==> config.mk <==
export PLATFORM = sky130hd
export DESIGN_NAME = pin_debounce
export DESIGN_NICKNAME = d
export VERILOG_FILES = /design/src/rtl/dbn_pkg.sv /design/src/rtl/dbn_tick_gen.sv /design/src/rtl/dbn_filter.sv /design/src/rtl/dbn_event_qual.sv /design/src/rtl/pin_debounce.sv
export SDC_FILE = /design/constraint.sdc
export NUM_CORES = 1
export LEC_CHECK = 0
export BUFFER_PORTS_ARGS = -buffer_cell sky130_fd_sc_hd__buf_2
export CORE_AREA = 3 3 40 42
export DETAILED_ROUTE_END_ITERATION = 10
export DIE_AREA = 0 0 43 45
export HOLD_SLACK_MARGIN = 0.05
export SYNTH_ARGS = -nofsm -noshare
export SYNTH_HDL_FRONTEND = slang
export SYNTH_HIERARCHICAL = 1
export SYNTH_SLANG_ARGS = --single-unit
==> constraint.sdc <==
create_clock -name clk -period 2.1 [get_ports clk]
set_input_delay 0.105 -clock clk [delete_from_list [all_inputs] [get_ports clk]]
set_output_delay 0.105 -clock clk [all_outputs]
set_load 0.01 [all_outputs]
==> src/rtl/dbn_pkg.sv <==
package dbn_pkg;
  // Sampling phase of the filter
  typedef enum logic [1:0] {
    PH_OFF    = 2'd0,  // disabled, level not yet loaded
    PH_WATCH  = 2'd1,  // loaded, waiting for raw to disagree
    PH_SAMPLE = 2'd2   // periodic sampling in progress
  } dbn_phase_e;
endpackage

==> src/rtl/dbn_tick_gen.sv <==
module dbn_tick_gen #(
  parameter int TICK_DIV = 4
) (
  input  logic clk,
  input  logic rst,
  input  logic clr_i,
  input  logic run_i,
  output logic tick_o
);
  localparam int PW = (TICK_DIV > 1) ? $clog2(TICK_DIV) : 1;
  localparam logic [PW-1:0] LAST = PW'(TICK_DIV - 1);

  logic [PW-1:0] cnt_q;

  always_ff @(posedge clk) begin
    if (rst || clr_i) begin
      cnt_q <= '0;
    end else if (run_i) begin
      cnt_q <= (cnt_q == LAST) ? '0 : cnt_q + PW'(1);
    end
  end

  assign tick_o = run_i && (cnt_q == LAST);
endmodule

==> src/rtl/dbn_filter.sv <==
module dbn_filter
  import dbn_pkg::*;
#(
  parameter int RISE_SAMPLES = 2,
  parameter int FALL_SAMPLES = 2
) (
  input  logic       clk,
  input  logic       rst,
  input  logic       en_i,
  input  logic       raw_i,
  input  logic       tick_i,
  output logic       level_q,
  output logic       level_d,
  output dbn_phase_e phase_q,
  output logic       load_o,
  output logic       start_o,
  output logic       accept_o
);
  localparam int MAX_N = (RISE_SAMPLES > FALL_SAMPLES) ? RISE_SAMPLES : FALL_SAMPLES;
  localparam int CNT_W = $clog2(MAX_N + 1);

  // A high level waits for a fall; a low level waits for a rise.
  function automatic logic [CNT_W-1:0] thr(input logic lvl);
    return lvl ? CNT_W'(FALL_SAMPLES) : CNT_W'(RISE_SAMPLES);
  endfunction

  logic [CNT_W-1:0] cnt_q, cnt_d;
  dbn_phase_e       phase_d;
  logic             differ, sample, last;

  always_comb begin
    differ   = (raw_i != level_q);
    load_o   = en_i && (phase_q == PH_OFF);
    start_o  = en_i && (phase_q == PH_WATCH) && differ;
    sample   = en_i && (phase_q == PH_SAMPLE) && tick_i;
    last     = (cnt_q == CNT_W'(1));
    accept_o = sample && differ && last;

    level_d = level_q;
    cnt_d   = cnt_q;
    phase_d = phase_q;
    if (!en_i) begin
      phase_d = PH_OFF;
    end else if (load_o) begin
      level_d = raw_i;
      cnt_d   = thr(raw_i);
      phase_d = PH_WATCH;
    end else if (start_o) begin
      phase_d = PH_SAMPLE;
    end else if (sample) begin
      if (!differ) begin
        cnt_d = thr(level_q);
      end else if (last) begin
        level_d = raw_i;
        cnt_d   = thr(raw_i);
        phase_d = PH_WATCH;
      end else begin
        cnt_d = cnt_q - CNT_W'(1);
      end
    end
  end

  always_ff @(posedge clk) begin
    if (rst) begin
      level_q <= 1'b0;
      cnt_q   <= '0;
      phase_q <= PH_OFF;
    end else begin
      level_q <= level_d;
      cnt_q   <= cnt_d;
      phase_q <= phase_d;
    end
  end
endmodule

==> src/rtl/dbn_event_qual.sv <==
module dbn_event_qual (
  input  logic clk,
  input  logic rst,
  input  logic act_low_i,
  input  logic both_edges_i,
  input  logic load_i,
  input  logic accept_i,
  input  logic new_val_i,
  input  logic level_d_i,
  output logic event_q,
  output logic watch_fall_q,
  output logic level_pol_q
);
  logic qualified;

  assign qualified = both_edges_i || (new_val_i ^ act_low_i);

  always_ff @(posedge clk) begin
    if (rst) begin
      event_q      <= 1'b0;
      watch_fall_q <= 1'b0;
      level_pol_q  <= 1'b0;
    end else begin
      event_q     <= accept_i && qualified;
      level_pol_q <= level_d_i ^ act_low_i;
      if (load_i) begin
        watch_fall_q <= new_val_i;
      end else if (accept_i) begin
        watch_fall_q <= ~watch_fall_q;
      end
    end
  end
endmodule

==> src/rtl/pin_debounce.sv <==
module pin_debounce
  import dbn_pkg::*;
#(
  parameter int TICK_DIV     = 4,
  parameter int RISE_SAMPLES = 2,
  parameter int FALL_SAMPLES = 2
) (
  input  logic clk,
  input  logic rst,
  input  logic en_i,
  input  logic raw_i,
  input  logic act_low_i,
  input  logic both_edges_i,
  output logic level_o,
  output logic level_pol_o,
  output logic event_o,
  output logic watch_fall_o
);
  dbn_phase_e phase;
  logic       tick, load, start, accept, level_d;

  dbn_tick_gen #(.TICK_DIV(TICK_DIV)) u_tick (
    .clk    (clk),
    .rst    (rst),
    .clr_i  (start),
    .run_i  (phase == PH_SAMPLE),
    .tick_o (tick)
  );

  dbn_filter #(
    .RISE_SAMPLES(RISE_SAMPLES),
    .FALL_SAMPLES(FALL_SAMPLES)
  ) u_filt (
    .clk      (clk),
    .rst      (rst),
    .en_i     (en_i),
    .raw_i    (raw_i),
    .tick_i   (tick),
    .level_q  (level_o),
    .level_d  (level_d),
    .phase_q  (phase),
    .load_o   (load),
    .start_o  (start),
    .accept_o (accept)
  );

  dbn_event_qual u_qual (
    .clk          (clk),
    .rst          (rst),
    .act_low_i    (act_low_i),
    .both_edges_i (both_edges_i),
    .load_i       (load),
    .accept_i     (accept),
    .new_val_i    (raw_i),
    .level_d_i    (level_d),
    .event_q      (event_o),
    .watch_fall_q (watch_fall_o),
    .level_pol_q  (level_pol_o)
  );
endmodule

Word-level counts from Yosys, hierarchy flattened
Cells that the tools add are included.
- bits in registers: 10
- word-level logic and storage cells: 64
- output and inout port bits: 4
- bits of input ports: 6
- muxes and demuxes: 19
- add/subtract/negate cells: 2
- reductions and logical operators: 25
- eq/ne operators: 6
- bitwise operators: 4
- operators by type and width (operator ; count):
    2-to-1 mux 2 bit ; 10
    nonzero test 2 bit ; 5
    logical AND 1 bit ; 9
    2-to-1 mux 1 bit ; 9
    AND reduction 3 bit ; 3
    nonzero test 3 bit ; 3
    equality test 2 x 1 -> 1 bit (second input constant) ; 2
    equality test 2 bit (second input constant) ; 2
    OR reduction 3 bit ; 1
    adder 2 x 1 -> 2 bit (second input constant) ; 1
    zero test 2 bit ; 1
    logical OR 1 bit ; 2
    != test 2 bit (second input constant) ; 1
    NOT 1 bit ; 2
    OR reduction 2 bit ; 1
    subtractor 2 x 1 -> 2 bit (second input constant) ; 1
    XOR 1 bit ; 2
    != test 1 bit ; 1

Logic depth before layout (Yosys ltp)
Gate-level depths: netlist (run 1).
- depth after elaboration: 8
- mapped depth: 7
- mapped depth without buffers: 7

Hierarchy
Netlist (run 1), hierarchy kept.
- modules (own cells, without submodules) (module ; cells an instance ; instances ; seq. area each (um^2) ; area each (um^2)):
    dbn_filter ; 36 ; 1 ; 100.1 ; 320.3
    dbn_event_qual ; 11 ; 1 ; 60.1 ; 120.1
    dbn_tick_gen ; 9 ; 1 ; 40.0 ; 101.3
    pin_debounce ; 1 ; 1 ; 0.0 ; 13.8

Worst setup path after synthesis (run 1)
Ideal clock, no wire load.
- path kind: flip-flop to flip-flop
- from: register u_filt.phase_q[1]
- to: register u_qual.level_pol_q
- data required time: 1.985 ns
- cell stages (with the launch flop): 8
- setup slack: 0.656 ns
- setup time: 0.115 ns
- data arrival time: 1.329 ns
- period minus slack after synthesis: 1.444 ns
- buffers on the path: 0
- cells stage by stage: dfxtp_1 nor2b_4 and2_1 and4b_1 a2bb2oi_1 nand2_1 xnor2_1 nor2_1
- cells in the longest elaborated chain, start to end: 8
- elaborated cells between the ends (all ways): 14
- those cells by class: eq/ne (2); mux (4); bitwise (1); reduce/logical (7)
- ends and longest elaborated chain (element ; line ; text):
    start: declaration ; dbn_filter.sv:14 ; output dbn_phase_e phase_q,
    start signal: assignment ; dbn_filter.sv:71 ; phase_q <= phase_d;
    equality test 2 bit ; pin_debounce.sv:26 ; .run_i (phase == PH_SAMPLE),
    logical AND 1 bit ; dbn_tick_gen.sv:23 ; assign tick_o = run_i && (cnt_q == LAST);
    named net tick ; pin_debounce.sv:20 ; logic tick, load, start, accept, level_d;
    logical AND 1 bit ; dbn_filter.sv:35 ; sample = en_i && (phase_q == PH_SAMPLE) && tick_i;
    2-to-1 mux 1 bit ; dbn_filter.sv:50 ; end else if (sample) begin
    2-to-1 mux 1 bit ; dbn_filter.sv:48 ; end else if (start_o) begin
    2-to-1 mux 1 bit ; dbn_filter.sv:44 ; end else if (load_o) begin
    2-to-1 mux 1 bit ; dbn_filter.sv:42 ; if (!en_i) begin
    named net level_d ; pin_debounce.sv:20 ;
    XOR 1 bit ; dbn_event_qual.sv:25 ; level_pol_q <= level_d_i ^ act_low_i;
    end signal: assignment ; dbn_event_qual.sv:25 ;
    end: declaration ; dbn_event_qual.sv:12 ; output logic level_pol_q
The timed path passes the listed nets, and every way through them passes these cells.
A chain may end at the register's enable or synchronous reset.

Worst setup path after layout (run 1)
- from: register u_filt.phase_q[0]
- to: register u_qual.watch_fall_q
- cells in the longest elaborated chain, start to end: 6
- elaborated cells between the ends (all ways): 10
- those cells by class: eq/ne (1); mux (1); reduce/logical (8)
- ends and longest elaborated chain (element ; line ; text):
    equality test 2 bit ; pin_debounce.sv:26 ;
    logical AND 1 bit ; dbn_tick_gen.sv:23 ;
    named net tick ; pin_debounce.sv:20 ;
    logical AND 1 bit ; dbn_filter.sv:35 ;
    logical AND 1 bit (2 in series) ; dbn_filter.sv:37 ; accept_o = sample && differ && last;
    named net accept ; pin_debounce.sv:20 ;
    nonzero test 2 bit (no source line) ; -- ;
    end signal: assignment ; dbn_event_qual.sv:27 ; watch_fall_q <= new_val_i;
    end signal: assignment ; dbn_event_qual.sv:29 ; watch_fall_q <= ~watch_fall_q;
    end: declaration ; dbn_event_qual.sv:11 ; output logic watch_fall_q,
The timed path passes the listed nets, and every way through them passes these cells.

==> results of run 1 <==
-- sequential cells by signal, indices dropped and copies added, names as in the netlist --
signal and count:
u_filt/cnt_q 2, u_filt/level_q 1, u_filt/phase_q 2, u_qual/event_q 1, u_qual/level_pol_q 1, u_qual/watch_fall_q 1
u_tick/cnt_q 2
-- cell families (layout without fill, tap and decap cells) --
family | count (synthesis) | after routing | share of synthesized area
adders and majority gates | 1 | 1 | 0.0225
buffers and inverters | 3 | 16 | 0.0383
AOI/OAI and AO/OA | 13 | 13 | 0.187
xor gates and xnor gates | 5 | 5 | 0.0788
and+or+nand+nor | 24 | 24 | 0.295
DFF | 10 | 10 | 0.360
muxes | 1 | 1 | 0.0180
-- through the flow --
step / hold WS, ns / instances
2_1_floorplan: 0.170 / 57
5_1_grt: 0.0661 / 85
3_3_place_gp: 0.356 / 81
4_1_cts: 0.0730 / 85
3_5_place_dp: 0.353 / 81
6_report: 0.0803 / 85
-- layer usage --
layer,track usage,routed length (um)
met5,0,0
met4,0.0542,10
met3,0.0757,63
met2,0.186,460
met1,0.167,528
-- power by group through the flow --
stage / Combinational, mW / Clock, mW / Sequential, mW
finish: 0.0557 / 0.172 / 0.206
global route: 0.0620 / 0.191 / 0.208
CTS: 0.0559 / 0.181 / 0.206
detailed placement: 0.0554 / 0 / 0.210
global placement: 0.0553 / 0 / 0.210
floorplan: 0.0330 / 0 / 0.212
-- final timing paths --
check	startpoint	to	slack [ns]	cells after the start
worst max-delay path	u_filt/phase_q[0]$_SDFFE_PP0P_	u_qual/watch_fall_q$_SDFFE_PP0P_	0.47	6
worst max register to register	u_filt/phase_q[0]$_SDFFE_PP0P_	u_qual/watch_fall_q$_SDFFE_PP0P_	0.47	6
worst min register to register	u_tick/cnt_q[0]$_SDFFE_PP0P_	u_tick/cnt_q[0]$_SDFFE_PP0P_	0.51	2
worst min-delay path	both_edges_i	u_qual/event_q$_SDFF_PP0_	0.08	2
-- cell type report --
cell class,count,area share
clock buffers,4,0.0557
inverters,2,0.0154
multi-input cells,44,0.512
flip-flops and latches,10,0.307
well taps,15,0.0288
repair buffers,10,0.0806
-- worst reg2reg max path, cell delays in order, from the launching register on --
cell	delay (ns)
dfxtp_1	0.38
nor2b_4	0.16
and2_1	0.23
nand4b_1	0.16
nor3_1	0.27
xor2_1	0.11
o211a_1	0.21
-- synth_stat cells, drive strengths merged --
cell	count
nor3b	1
dfxtp	10
a211oi	1
nor3	2
and4b	1
o21ai	1
or2b	1
or4b	1
mux2i	1
nand2	4
buf	1
xor2	3
nand4b	1
a311oi	1
nand3	1
xnor2	2
nor2b	2
a2bb2oi	1
and2	1
a21oi	3
o211ai	2
nor2	2
o21a	1
or3b	1
inv	2
nor4b	1
o211a	2
a31oi	1
nand2b	4
ha	1
nor4bb	1
==> metrics, run 1 <==
cell taking the most area after synthesis dfxtp_1; Synth Net Count 64; startpoint types register; core box area approximately 1300 um^2; CTS tree done; CP delay by family, top simple AND/OR/NAND/NOR gates; Finished Cell Area 652 um^2; top post-synthesis cells by area dfxtp_1 36%, xor2_1 4.7%, nand2b_1 4.5%; n_diodes 0; Routed Antenna Nets 0; most common cell after layout, fill and taps aside dfxtp_1; RSZ-0062 raised after global routing no; CP required 2.26 ns; Wirelength per Cell 12.5 um; first-pass GRT wire length 1.86 mm; setup repair bufs after CTS 0; Period Utilization, post-route 0.776; vias in the first global route 417; 1st-pass router iterations 4; Port Buf Inserts 9; Cell Area, Synth around 560 um^2; Seq/Total Area, Yosys 0.360; total power about 0.43 mW; Vias between 400 and 500; Final Setup Violations 0; hold buffers post-CTS 0; CP max stage cell dfxtp_1; Worst EP arrival 1.79 ns; Final Util 0.507; area grow syn2layout 17.3%; count of final hold-check violations 0; HPWL after detailed placement 808 um; Hold Crit Class input pin to register; vias per inst 5.29; post-route setup slack 0.471 ns; final net count 78; Netlist cell types 34; clock latency at the later pin of the worst-skew pair 0.27 ns; Clock power frac 0.397; critical path start-end classification register to register; Peak VDD IR 0.498 mV; Final GP Congestion 0.766; Max clock buf depth 2; die width 43 um; PwrDens 667 nW/um^2; register area 200 um^2; largest net degree at the start of global routing 11; Power Internal between 0.3 and 0.4 mW; crit end category register; Post-DP Area 616 um^2; Starting Density 0.432; CTS Buf Count 3; Sw Share 0.244; Mean Syn Cell Area ~9.7 um^2; Worst path max stage delay 0.38 ns; clk sinks 10; number of fill cells around 130; Worst-path clk slew 0.07 ns; Pins Over Slew Limit 0; relative slew slack 0.768; combinational share of power 0.128; Clk Tree Root Cell clkbuf_4; Yosys top cell area share 0.360; die height 45 um; status finished, final reports clean; post_cts resized 0; Psw 0.106 mW; Place WS 0.499 ns; slew of the pin with the lowest slew margin 0.347 ns; Clock Skew 0.00627 ns; initial antenna violation count 0; 1st-iter DRT viols 7; Synth Instances between 50 and 60; Max-Cap Viols 0; area of the multi-input gates 334 um^2; post-layout min period about 1.6 ns; total die area 1940 um^2; crit path cell chain nor2b_4 > and2_1 > nand4b_1 > nor3_1 > xor2_1 > o211a_1; routed wire length 1.06 mm; layout cells sized above 1 0.271; yosys warns 6; TNS Setup 0 ns; most frequent cells in the layout 10 x dfxtp_1, 9 x buf_2, 4 x nand2_1, 4 x nand2b_1; Seq cells post-synth 10; Max Fclk 0.614 GHz; sequential share of power 0.475; DRC errors left 0; CP Max Fanout 6; gr ovfl total 0; H-tree depth 1; row cnt 13; gr usage total 0.133; Boundary Pins 10; CP bufs+invs 0; P_leak 0.286 nW
No activity file was read; power rests on OpenSTA's default activity.
==> run 2, diff against run 1 <==
==> constraint.sdc (replaced) <==
create_clock -name clk -period 1.5 [get_ports clk]
set_input_delay 0.075 -clock clk [delete_from_list [all_inputs] [get_ports clk]]
set_output_delay 0.075 -clock clk [all_outputs]
set_load 0.01 [all_outputs]
==> metrics, run 2 (synthesized netlist as in run 1, its figures left out) <==
post-route setup slack 0.0114 ns (-0.459 ns); FF-to-FF path depth 7 (+1); layout cells sized above 1 0.430 (+0.159); Routed Antenna Nets 0 (unchanged); hold buffers post-CTS 0 (unchanged); total die area 1940 um^2 (unchanged); Max Fclk 0.672 GHz (+9.5%); Worst EP arrival 1.63 ns (-0.16 ns); Clk Tree Root Cell clkbuf_4; gr ovfl total 0 (unchanged); 1st-pass router iterations 4 (unchanged); slew of the pin with the lowest slew margin 0.346 ns (-0.00101 ns); count of final hold-check violations 0 (unchanged); Peak VDD IR 0.422 mV (-15%); die height 45 um (unchanged); startpoint types register; die width 43 um (unchanged); Post-DP Area 683 um^2 (+11%); Min-Delay Endpoint u_qual/event_q$_SDFF_PP0_; Wirelength per Cell 13.2 um (+5.8%); PwrDens 760 nW/um^2 (+14%); final net count 88 (+13%); Starting Density 0.432 (unchanged); Period Utilization, post-route 0.992 (+0.216); largest registers u_filt/cnt_q: 2 flops, u_filt/phase_q: 2 flops, u_tick/cnt_q: 2 flops; routed wire length 1.24 mm (+17%); critical path start-end classification register to register; vias in the first global route 520 (+25%); Final Setup Violations 0 (unchanged); clk sinks 10 (unchanged); CTS Buf Count 3 (unchanged); crit end category register; row cnt 13 (unchanged); final hold slack 0.0689 ns (-0.0114 ns); total power 0.564 mW (+30%); CP Max Fanout 4 (-2); CTS tree done; r2r endpoint u_qual/level_pol_q$_SDFF_PP0_; status finished, final reports clean; Final GP Congestion 0.768 (+0.16%); Place WS -0.0120 ns (-0.512 ns); core box area 1280 um^2 (unchanged); Min-Delay Startpoint both_edges_i; Worst-path clk slew 0.06 ns (about the same); Port Buf Inserts 9 (unchanged); DRC errors left 0 (unchanged); Vias 525 (+17%); Max-Cap Viols 0 (unchanged); first-pass GRT wire length 2.20 mm (+18%); area grow syn2layout 33.6%; P_leak 0.328 nW (+15%); hold depth 2 (unchanged); clock latency at the later pin of the worst-skew pair 0.26 ns (about the same); gr usage total 0.152 (+0.0195); HPWL after detailed placement 881 um (+9.1%); most frequent cells in the layout 11 x buf_4, 9 x buf_2, 8 x dfxtp_1; number of fill cells 126 (-0.79%); vias per inst 5.59 (+5.5%); Worst R2R Start u_tick/cnt_q[0]$_SDFFE_PP0P_; register area 203 um^2 (+1.2%); RSZ-0062 raised after global routing yes; Hold Crit Class input pin to register; area of the multi-input gates 360 um^2 (+7.9%); most common cell after layout, fill and taps aside buf_4; post-layout min period 1.49 ns (-0.141 ns); Pins Over Slew Limit 0 (unchanged); 1st-iter DRT viols 13 (+6); Clock Skew 0.00149 ns (-0.00478 ns); H-tree depth 1 (unchanged); initial antenna violation count 0 (unchanged); Finished Cell Area 742 um^2 (+14%); Boundary Pins 10 (unchanged); relative slew slack 0.768 (about the same); largest net degree at the start of global routing 11 (unchanged); CP required 1.64 ns (-0.62 ns); Max clock buf depth 2 (unchanged); Reg2Reg Setup Slack 0.01 ns (-0.46 ns); n_diodes 0 (unchanged)
-- run 2: timing repair --
item | in CTS | in global routing
pin swaps | 4 | 6
setup endpoints to repair | 2 | 3
setup buffers | 0 | 1
resized for setup | 4 | 3
-- run 2: metrics by stage --
stage	util	cells	TNS [ns]
after floorplan	-	57	0
after global placement	0.532	90	-0.0105
after detailed placement	0.532	90	-0.0132
after CTS	0.558	93	0
after global routing	0.577	94	-0.130
final	0.577	94	0
-- run 2: routing by layer --
layer	up-vias	track usage	routed length [um]
met5	-	0	0
met1	247	0.198	587
met3	2	0.0438	74
met2	19	0.225	571
li1	257	-	-
met4	0	0.0904	11
-- run 2: worst max path at each step --
stage	slack (ns)	end	cells past startpoint	startpoint
final	0.01	u_qual/level_pol_q$_SDFF_PP0_	7	u_tick/cnt_q[0]$_SDFFE_PP0P_
after global routing	-0.08	u_qual/level_pol_q$_SDFF_PP0_	7	u_tick/cnt_q[1]$_SDFFE_PP0P_
after CTS	0.002	u_qual/level_pol_q$_SDFF_PP0_	7	u_tick/cnt_q[1]$_SDFFE_PP0P_
after detailed placement	-0.01	u_qual/watch_fall_q$_SDFFE_PP0P_	6	u_tick/cnt_q[1]$_SDFFE_PP0P_
after global placement	-0.01	u_qual/watch_fall_q$_SDFFE_PP0P_	6	u_tick/cnt_q[1]$_SDFFE_PP0P_
after floorplan	0.06	u_qual/level_pol_q$_SDFF_PP0_	7	u_filt/phase_q[1]$_SDFFE_PP0P_
-- run 2: final cells by class --
type / count / area share
tap: 15 / 0.0253
inverter: 2 / 0.0135
timing repair buffer: 20 / 0.172
sequential: 10 / 0.273
clock buffer: 3 / 0.0304
multi-input combinational: 44 / 0.486
-- run 2: critical path, stage by stage, from the launching register on --
cell,delay (ns)
dfxtp_2,0.34
ha_4,0.15
and2_4,0.14
and4b_1,0.22
o211ai_1,0.22
nand2_1,0.09
xnor2_1,0.14
nor2_1,0.07
-- run 2: power by group --
| group | internal, mW | switching [mW] | leakage (nW) | total (mW) |
|---|---|---|---|---|
| clock | 0.0924 | 0.0866 | 0.0138 | 0.179 |
| sequential | 0.278 | 0.00958 | 0.0829 | 0.288 |
| combinational | 0.0468 | 0.0501 | 0.232 | 0.0969 |
